## config.mk

```make
export PLATFORM = sky130hd
export DESIGN_NAME = line_copy_engine
export DESIGN_NICKNAME = d
export VERILOG_FILES = /design/src/rtl/lc_pkg.sv /design/src/rtl/lc_decode.sv /design/src/rtl/lc_align.sv /design/src/rtl/lc_ctrl.sv /design/src/rtl/line_copy_engine.sv
export SDC_FILE = /design/constraint.sdc
export NUM_CORES = 1
export LEC_CHECK = 0
export BUFFER_PORTS_ARGS = -buffer_cell sky130_fd_sc_hd__buf_2
export CORE_UTILIZATION = 49
export CTS_CLUSTER_DIAMETER = 100
export DETAILED_ROUTE_END_ITERATION = 10
export PLACE_DENSITY = 0.82
export SLEW_MARGIN = 0
export SYNTH_ARGS = -nofsm -noshare
export SYNTH_HDL_FRONTEND = slang
export SYNTH_SLANG_ARGS = --single-unit
```

## constraint.sdc

```tcl
create_clock -name clk -period 5 [get_ports clk]
set_clock_uncertainty 0.1 [all_clocks]
set_input_delay 0.5 -clock clk [delete_from_list [all_inputs] [get_ports clk]]
set_output_delay 0.5 -clock clk [all_outputs]
set_load 0.1 [all_outputs]
```

## src/rtl/lc_pkg.sv

```systemverilog
package lc_pkg;

  typedef enum logic [3:0] {
    S_IDLE,
    S_DEC,
    S_RD_SRC,
    S_RD_DST,
    S_CHK,
    S_MRD,
    S_MWR,
    S_WBS,
    S_WBD,
    S_FIN,
    S_FLT,
    S_ILL
  } lc_state_e;

  localparam int          REG_IDX_W  = 3;
  localparam logic [12:0] OPC_FIXED  = 13'b1111_0110_0010_0;
  localparam logic [11:0] EXT_ZEROES = 12'h000;

endpackage

```

## src/rtl/lc_decode.sv

```systemverilog
module lc_decode
  import lc_pkg::*;
(
  input  logic [15:0]          opcode,
  input  logic [15:0]          ext_word,
  output logic                 legal,
  output logic [REG_IDX_W-1:0] src_idx,
  output logic [REG_IDX_W-1:0] dst_idx
);

  logic opc_ok;
  logic ext_ok;

  always_comb begin
    opc_ok  = (opcode[15:3] == OPC_FIXED);
    ext_ok  = ext_word[15] && (ext_word[11:0] == EXT_ZEROES);
    legal   = opc_ok && ext_ok;
    src_idx = opcode[2:0];
    dst_idx = ext_word[14:12];
  end

endmodule

```

## src/rtl/lc_align.sv

```systemverilog
module lc_align #(
  parameter int ADDR_W     = 32,
  parameter int LINE_BYTES = 16
) (
  input  logic [ADDR_W-1:0] src_addr,
  input  logic [ADDR_W-1:0] dst_addr,
  output logic              misalign,
  output logic [ADDR_W-1:0] bad_addr,
  output logic              bad_is_write
);

  localparam int ALIGN_BITS = $clog2(LINE_BYTES);

  logic src_bad;
  logic dst_bad;

  always_comb begin
    src_bad  = |src_addr[ALIGN_BITS-1:0];
    dst_bad  = |dst_addr[ALIGN_BITS-1:0];
    misalign = src_bad || dst_bad;
    // source side has priority
    if (src_bad) begin
      bad_addr     = src_addr;
      bad_is_write = 1'b0;
    end else begin
      bad_addr     = dst_addr;
      bad_is_write = 1'b1;
    end
  end

endmodule

```

## src/rtl/lc_ctrl.sv

```systemverilog
module lc_ctrl
  import lc_pkg::*;
#(
  parameter int BEATS  = 4,
  parameter int BEAT_W = 2
) (
  input  logic              clk,
  input  logic              rst_n,
  input  logic              start,
  input  logic              legal,
  input  logic              misalign,
  input  logic              mem_ready,
  output lc_state_e         state,
  output logic [BEAT_W-1:0] beat
);

  localparam logic [BEAT_W-1:0] LAST_BEAT = BEAT_W'(BEATS - 1);

  lc_state_e         state_q, state_d;
  logic [BEAT_W-1:0] beat_q, beat_d;
  logic              beat_en;

  always_comb begin
    state_d = state_q;
    beat_d  = beat_q;
    beat_en = 1'b0;
    unique case (state_q)
      S_IDLE:   if (start) state_d = S_DEC;
      S_DEC:    state_d = legal ? S_RD_SRC : S_ILL;
      S_RD_SRC: state_d = S_RD_DST;
      S_RD_DST: state_d = S_CHK;
      S_CHK: begin
        beat_d  = '0;
        beat_en = 1'b1;
        state_d = misalign ? S_FLT : S_MRD;
      end
      S_MRD:    if (mem_ready) state_d = S_MWR;
      S_MWR: begin
        if (mem_ready) begin
          beat_d  = beat_q + 1'b1;
          beat_en = 1'b1;
          state_d = (beat_q == LAST_BEAT) ? S_WBS : S_MRD;
        end
      end
      S_WBS:    state_d = S_WBD;
      S_WBD:    state_d = S_FIN;
      S_FIN, S_FLT, S_ILL: state_d = S_IDLE;
      default:  state_d = S_IDLE;
    endcase
  end

  always_ff @(posedge clk or negedge rst_n) begin
    if (!rst_n) begin
      state_q <= S_IDLE;
    end else begin
      state_q <= state_d;
    end
  end

  always_ff @(posedge clk or negedge rst_n) begin
    if (!rst_n) begin
      beat_q <= '0;
    end else if (beat_en) begin
      beat_q <= beat_d;
    end
  end

  assign state = state_q;
  assign beat  = beat_q;

endmodule

```

## src/rtl/line_copy_engine.sv

```systemverilog
module line_copy_engine
  import lc_pkg::*;
#(
  parameter int ADDR_W     = 32,
  parameter int DATA_W     = 32,
  parameter int LINE_BYTES = 16,
  parameter int COST_W     = 4,
  parameter int COST_OK    = 4
) (
  input  logic                 clk,
  input  logic                 rst_n,
  input  logic                 start,
  input  logic [15:0]          opcode,
  input  logic [15:0]          ext_word,
  output logic                 busy,
  output logic                 done,
  output logic                 fault,
  output logic                 illegal,
  output logic [ADDR_W-1:0]    fault_addr,
  output logic                 fault_is_write,
  output logic [COST_W-1:0]    cycle_cost,
  output logic [REG_IDX_W-1:0] rf_rd_idx,
  input  logic [ADDR_W-1:0]    rf_rd_data,
  output logic                 rf_wr_en,
  output logic [REG_IDX_W-1:0] rf_wr_idx,
  output logic [ADDR_W-1:0]    rf_wr_data,
  output logic                 mem_valid,
  output logic                 mem_we,
  output logic [ADDR_W-1:0]    mem_addr,
  output logic [DATA_W-1:0]    mem_wdata,
  input  logic                 mem_ready,
  input  logic [DATA_W-1:0]    mem_rdata
);

  localparam int WORD_BYTES = DATA_W / 8;
  localparam int BEATS      = LINE_BYTES / WORD_BYTES;
  localparam int BEAT_W     = (BEATS > 1) ? $clog2(BEATS) : 1;
  localparam int WORD_SHIFT = $clog2(WORD_BYTES);
  localparam logic [ADDR_W-1:0] LINE_STEP = ADDR_W'(LINE_BYTES);

  // reset: asserted at once, released after two clocks
  logic rst_meta_q;
  logic rst_int_n;

  always_ff @(posedge clk or negedge rst_n) begin
    if (!rst_n) begin
      rst_meta_q <= 1'b0;
      rst_int_n  <= 1'b0;
    end else begin
      rst_meta_q <= 1'b1;
      rst_int_n  <= rst_meta_q;
    end
  end

  lc_state_e            state;
  logic [BEAT_W-1:0]    beat;
  logic                 legal;
  logic                 misalign;
  logic [REG_IDX_W-1:0] src_idx;
  logic [REG_IDX_W-1:0] dst_idx;
  logic [ADDR_W-1:0]    bad_addr;
  logic                 bad_is_write;

  logic [15:0]          op_q, ext_q;
  logic [ADDR_W-1:0]    src_q, dst_q;
  logic [DATA_W-1:0]    data_q;
  logic [ADDR_W-1:0]    faddr_q;
  logic                 fwr_q;

  logic                 op_en, src_en, dst_en, data_en, flt_en;
  logic [ADDR_W-1:0]    offset;

  lc_ctrl #(
    .BEATS  (BEATS),
    .BEAT_W (BEAT_W)
  ) u_ctrl (
    .clk       (clk),
    .rst_n     (rst_int_n),
    .start     (start),
    .legal     (legal),
    .misalign  (misalign),
    .mem_ready (mem_ready),
    .state     (state),
    .beat      (beat)
  );

  lc_decode u_dec (
    .opcode   (op_q),
    .ext_word (ext_q),
    .legal    (legal),
    .src_idx  (src_idx),
    .dst_idx  (dst_idx)
  );

  lc_align #(
    .ADDR_W     (ADDR_W),
    .LINE_BYTES (LINE_BYTES)
  ) u_align (
    .src_addr     (src_q),
    .dst_addr     (dst_q),
    .misalign     (misalign),
    .bad_addr     (bad_addr),
    .bad_is_write (bad_is_write)
  );

  // enables
  always_comb begin
    op_en   = (state == S_IDLE) && start;
    src_en  = (state == S_RD_SRC);
    dst_en  = (state == S_RD_DST);
    data_en = (state == S_MRD) && mem_ready;
    flt_en  = (state == S_CHK) && misalign;
  end

  always_ff @(posedge clk or negedge rst_int_n) begin
    if (!rst_int_n) begin
      op_q  <= '0;
      ext_q <= '0;
    end else if (op_en) begin
      op_q  <= opcode;
      ext_q <= ext_word;
    end
  end

  always_ff @(posedge clk or negedge rst_int_n) begin
    if (!rst_int_n) begin
      src_q <= '0;
    end else if (src_en) begin
      src_q <= rf_rd_data;
    end
  end

  always_ff @(posedge clk or negedge rst_int_n) begin
    if (!rst_int_n) begin
      dst_q <= '0;
    end else if (dst_en) begin
      dst_q <= rf_rd_data;
    end
  end

  always_ff @(posedge clk or negedge rst_int_n) begin
    if (!rst_int_n) begin
      data_q <= '0;
    end else if (data_en) begin
      data_q <= mem_rdata;
    end
  end

  always_ff @(posedge clk or negedge rst_int_n) begin
    if (!rst_int_n) begin
      faddr_q <= '0;
      fwr_q   <= 1'b0;
    end else if (flt_en) begin
      faddr_q <= bad_addr;
      fwr_q   <= bad_is_write;
    end
  end

  // outputs
  always_comb begin
    offset         = ADDR_W'(beat) << WORD_SHIFT;
    busy           = !(state inside {S_IDLE, S_FIN, S_FLT, S_ILL});
    done           = (state == S_FIN);
    fault          = (state == S_FLT);
    illegal        = (state == S_ILL);
    cycle_cost     = done ? COST_W'(COST_OK) : '0;
    fault_addr     = faddr_q;
    fault_is_write = fwr_q;

    rf_rd_idx      = (state == S_RD_DST) ? dst_idx : src_idx;
    rf_wr_en       = (state == S_WBS) || (state == S_WBD);
    rf_wr_idx      = (state == S_WBD) ? dst_idx : src_idx;
    rf_wr_data     = ((state == S_WBD) ? dst_q : src_q) + LINE_STEP;

    mem_valid      = (state == S_MRD) || (state == S_MWR);
    mem_we         = (state == S_MWR);
    mem_addr       = ((state == S_MWR) ? dst_q : src_q) + offset;
    mem_wdata      = data_q;
  end

endmodule

```

Word-level counts from Yosys, hierarchy flattened

Index checks and enable logic that the tools add are counted.

Equal/unequal tests: 16
Shift-type cells: 0
Mux-type cells: 18
Div/mod/pow operators: 0
Multipliers: 0
Bitwise operators: 0
$add $sub $neg: 3
Magnitude comparators: 0
Reductions and logical operators: 17

Operator list:

| cell                                           | count |
|---|---|
| 2-to-1 mux 32 bit                              | 3 |
| one-hot mux 4 bit (9 select lines)             | 1 |
| adder 32 x 4 -> 32 bit                         | 1 |
| adder 32 x 5 -> 32 bit (second input constant) | 1 |
| 2-to-1 mux 4 bit                               | 5 |
| == test 4 x 3 -> 1 bit (second input constant) | 4 |
| == test 4 bit (second input constant)          | 4 |
| == test 13 bit (second input constant)         | 1 |
| logical NOT 12 bit                             | 1 |
| 2-to-1 mux 3 bit                               | 3 |
| == test 4 x 2 -> 1 bit (second input constant) | 2 |
| OR reduction 4 bit                             | 2 |
| AND reduction 3 bit                            | 2 |
| logical AND 1 bit                              | 5 |
| == test 4 x 1 -> 1 bit (second input constant) | 1 |
| logical NOT 4 bit                              | 1 |
| 2-to-1 mux 2 bit                               | 2 |
| inequality test 2 bit (second input constant)  | 2 |
| one-hot mux 2 bit (2 select lines)             | 1 |
| nonzero test 4 bit                             | 1 |
| logical OR 1 bit                               | 3 |
| adder 2 x 1 -> 2 bit (second input constant)   | 1 |
| == test 2 bit (second input constant)          | 1 |
| 2-to-1 mux 1 bit                               | 2 |
| 4 further kinds                                | 4 |

Bits in registers: 169
Logic and storage cells: 65
Latch bits: 0
RAM bits: 0
Input bits: 100
Memories: 0
ROM bits: 0
Output and inout port bits: 146

Longest topological paths before layout

Depth after elaboration: 5
Mapped depth: 16
Gate-level depth less buffers: 11

Cells and area by module

From an unflattened synthesis, not the netlist that was laid out.

Cell total of the unflattened synthesis: 888
Area, all modules: 9759.4 µm²

By module, submodules not included:

| module           | cells each | instances | area an instance (µm²) | seq. area each (µm²) |
|---|---|---|---|---|
| line_copy_engine | 786        | 1         | 8793.4                 | 4078.9 |
| lc_ctrl          | 48         | 1         | 437.9                  | 150.1 |
| lc_align         | 38         | 1         | 411.6                  | 0.0 |
| lc_decode        | 16         | 1         | 116.4                  | 0.0 |

Worst setup path after synthesis

Ideal clock, no wire load.

Kind: reg2out
Start point: register u_ctrl.state_q[0] (netlist: u_ctrl.state[0])
End point: output port mem_addr[5]
Cell stages (with the launch flop): 13
Path buffers: 3
Arrival time: 5.779 ns
Data required time: 4.400 ns
Setup slack: -1.379 ns
Cells stage by stage: dfrtp_1 -> nand4bb_1 -> inv_2 -> clkbuf_1 -> buf_1 -> clkbuf_1 -> nand2_1 -> nand2_1 -> ha_1 -> a21oi_1 -> nor2b_1 -> xnor2_1 -> o21ai_0

Cells in the longest elaborated chain, start to end: 3

Ends and longest elaborated chain:

| element                  | line                    | source |
|---|---|---|
| start: declaration       | lc_ctrl.sv:19           | `lc_state_e state_q, state_d;` |
| start signal: assignment | lc_ctrl.sv:56           | `state_q <= state_d;` |
| == test 4 x 3 -> 1 bit   | n/a                     |  |
| via mem_we               | line_copy_engine.sv:28  | `output logic mem_we,` |
| 2-to-1 mux 32 bit        | line_copy_engine.sv:177 | `mem_addr = ((state == S_MWR) ? dst_q : src_q) + offset;` |
| adder 32 x 4 -> 32 bit   | line_copy_engine.sv:177 |  |
| end: declaration         | line_copy_engine.sv:29  | `output logic [ADDR_W-1:0] mem_addr,` |

The timed path passes the listed nets, and every way through them passes these cells.

Worst setup path in the final report

Start point: register u_ctrl.state_q[1] (netlist: u_ctrl.state[1])
End point: output port rf_wr_data[26]

Cells in the longest elaborated chain, start to end: 3

Ends and longest elaborated chain:

| element                | line                    | source |
|---|---|---|
| == test 4 bit          | line_copy_engine.sv:173 | `rf_wr_data = ((state == S_WBD) ? dst_q : src_q) + LINE_STEP;` |
| 2-to-1 mux 32 bit      | line_copy_engine.sv:173 |  |
| adder 32 x 5 -> 32 bit | line_copy_engine.sv:173 |  |
| end: declaration       | line_copy_engine.sv:26  | `output logic [ADDR_W-1:0] rf_wr_data,` |

No other way between the ends.

==> impl_metrics.py <==
metrics = {
    "sta": {
        "hold_viol_final": 0,
        "relSlewSlack": 0.454,
        "worst_hold_slack_ns": 0.202,
        "rsz0062_at_grt": "no",
        "setup_viol": 0,
        "fmax_mhz": 219,
        "worstMarginPinSlew_ns": 0.819,
        "post-route-period-util": 0.914,
        "slew_violations": 0,
        "final.setup.worst_slack_ns": 0.428,
        "period_needed_ns": 4.57,
    },
    "floorplanning": {
        "start_util": 0.508,
        "dieHeight_um": 142,
        "die_w_um": 142,
        "die_area_um2": 20200,
        "rows": 50,
        "coreArea_um2": 19000,
        "io_pins": 246,
    },
    "worst_setup_path": {
        "cp-start-kind": "flip-flop",
        "crit_start": "u_ctrl.state[1]$_DFFE_PN0P_",
        "r2r_start": "u_ctrl.state[1]$_DFFE_PN0P_",
        "cp_data_required_time_ns": 4.40,
        "reg2reg_depth": 4,
        "end_kind": "output pin",
        "r2r-end": "dst_q[30]$_DFFE_PN0P_",
        "critPathMaxFanout": 17,
        "r2r_slack_ns": 2.41,
        "endpoint": "rf_wr_data[26]",
        "arrival_ns": 3.97,
        "critical_path_class": "reg2out",
    },
    "clock_tree": {
        "clk_path_buf_depth": 2,
        "cts_num_sinks": 169,
        "root_buffer": "clkbuf_16",
        "clkLatencyLatePin_ns": 0.43,
        "cts_tree": "done",
        "numCtsBuffers": 17,
        "clk_pin_slew_ns": 0.07,
        "htree_levels": 4,
    },
    "final_layout": {
        "area_delta_synth_final_pct": 26.4,
        "seqCellArea_um2": 4230,
        "fill_cells": 1538,
        "drive_above_1_share": 0.413,
        "multi_input_area_um2": 5320,
        "final_nets": 1232,
    },
    "global_route": {
        "antenna_found_initial": 2,
        "overflow": 0,
        "grt_pass1_vias": 7711,
        "grt_max_degree": 108,
        "grt_pass1_wl_um": 40800,
        "grt_usage": 0.261,
    },
    "yosys": {
        "yosys_warnings": 0,
        "syn_area_per_cell_um2": 10.3,
        "synth_top_family_by_area": "multiplexers",
        "yosys.area_share.simple": 0.148,
        "synthCells": 933,
        "synth-adder-area-share": 0.00728,
        "synthXorXnorAreaFrac": 0.0683,
        "synth_area_um2": 9620,
        "synth-edff-count": 0,
        "synth_compound_area_frac": 0.0610,
        "ys_ff_latch": 169,
        "ys_seq_area_frac": 0.440,
        "synth_cell_type_count": 64,
        "synth_ff_type": "dfrtp_1",
        "synthMuxAreaShare": 0.236,
        "async_flop_share": 1.00,
    },
    "placement": {
        "dp_hpwl_um": 18600,
        "gp_congestion": 0.895,
        "pre_cts_slack_ns": 0.898,
        "io_buffers": 242,
    },
    "detailed_routing": {
        "via_per_inst": 5.66,
        "remaining_drc_errors": 0,
        "drtPass1Iterations": 8,
        "antenna_left": 0,
        "num_vias": 7932,
        "drt-initial-drc-count": 750,
        "routed_wirelength_um": 25800,
        "routedWlPerCell_um": 18.4,
    },
    "hold_path": {
        "min_path_type": "in2reg",
    },
    "outcome": {
        "status": "complete, no violations",
    },
    "job": {
        "drv_cap": 0,
    },
}
[routing by layer]
layer	share of wire	track usage	vias up	wire [um]
met5	0.00050	0	-	13
met4	0.022	0.0804	2	579
met3	0.087	0.0791	49	2240
met2	0.48	0.423	356	12400
met1	0.41	0.335	3869	10500
li1	-	-	3656	-
[what timing repair did]
item,CTS,global route
hold buffers,1,0
setup buffers,0,0
resized for setup,0,0
hold endpoints to repair,2,0
[cell families after synthesis]
group / Yosys count
buffers and inverters: 92
AND/OR/NAND/NOR: 288
AO/OA/AOI/OAI: 92
adder cells (fa/ha/maj): 5
multiplexers: 210
other: 2
flip-flops: 169
XOR/XNOR: 75
[layout make-up]
cell class	count	share of cell area
Multi-Input combinational cell	674	0.437
Sequential cell	169	0.348
Timing Repair Buffer	257	0.135
Clock buffer	19	0.0364
Tap cell	260	0.0267
Clock inverter	13	0.0144
Inverter	8	0.00247
Antenna cell	1	0.000206
[state kept, by name, summed over array words and instances (netlist names)]
| register | flops |
|---|---|
| dst_q | 32 |
| ext_q | 16 |
| fault_addr | 32 |
| fault_is_write | 1 |
| mem_wdata | 32 |
| op_q | 16 |
| rst_int_n | 1 |
| rst_meta_q | 1 |
| src_q | 32 |
| u_ctrl.beat | 2 |
| u_ctrl.state | 4 |
[through the flow]
step	area, um2	setup TNS (ns)	std cells	util
after floorplan	9880	-0.0227	935	-
after global placement	11500	0	1367	0.608
after detailed placement	11500	0	1367	0.608
after CTS	12200	0	1400	0.642
after global routing	12200	0	1400	0.642
final	12200	0	1401	0.642
[worst max-delay path, stage by stage (launching register included)]
cell and delay [ns]:
dfrtp_1 0.59, nor4b_4 0.38, buf_4 0.27, nand2_1 0.08
nand2_1 0.09, ha_1 0.28, nand3_1 0.15, nor4_1 0.26
a32o_1 0.48, nand4_1 0.17, xor2_1 0.18, mux2i_2 0.16
buf_2 0.45
[synth_stat cells (24+ instances only)]
| master | number | share of area |
|---|---|---|
| nand2_1 | 90 | 0.035 |
| xor2_1 | 41 | 0.037 |
| nand3_1 | 46 | 0.024 |
| nor2_1 | 62 | 0.024 |
| nand4_1 | 24 | 0.016 |
| a21oi_1 | 45 | 0.023 |
| dfrtp_1 | 169 | 0.44 |
| clkbuf_1 | 53 | 0.021 |
| xnor2_1 | 34 | 0.031 |
| mux2i_1 | 75 | 0.078 |
| mux2_2 | 135 | 0.16 |
[cells in the final DEF (no fill, tap or decap), drive strengths merged, types with 19 or more instances in the layout]
cell,synthesis,layout
a21oi,45,45
nand3,46,46
clkbuf,53,19
dfrtp,169,169
buf,31,256
nand2,90,90
nand4,24,24
xnor2,34,34
mux2,135,135
xor2,41,41
nor2,62,62
mux2i,75,75
[worst min path at each step]
stage	start	endpoint	slack, ns	cells after the start
final	mem_rdata[21]	mem_wdata[21]$_DFFE_PN0P_	0.20	2
after global routing	mem_rdata[24]	mem_wdata[24]$_DFFE_PN0P_	0.18	2
after CTS	mem_rdata[21]	mem_wdata[21]$_DFFE_PN0P_	0.19	2
after detailed placement	rst_n	rst_meta_q$_DFF_PN0_	0.19	1
after global placement	rst_n	rst_meta_q$_DFF_PN0_	0.19	1
after floorplan	rst_n	rst_int_n$_DFF_PN0_	0.10	0
Power is not shown: default switching activity piles up to over one toggle a cycle in this logic, so the estimate is an artifact.
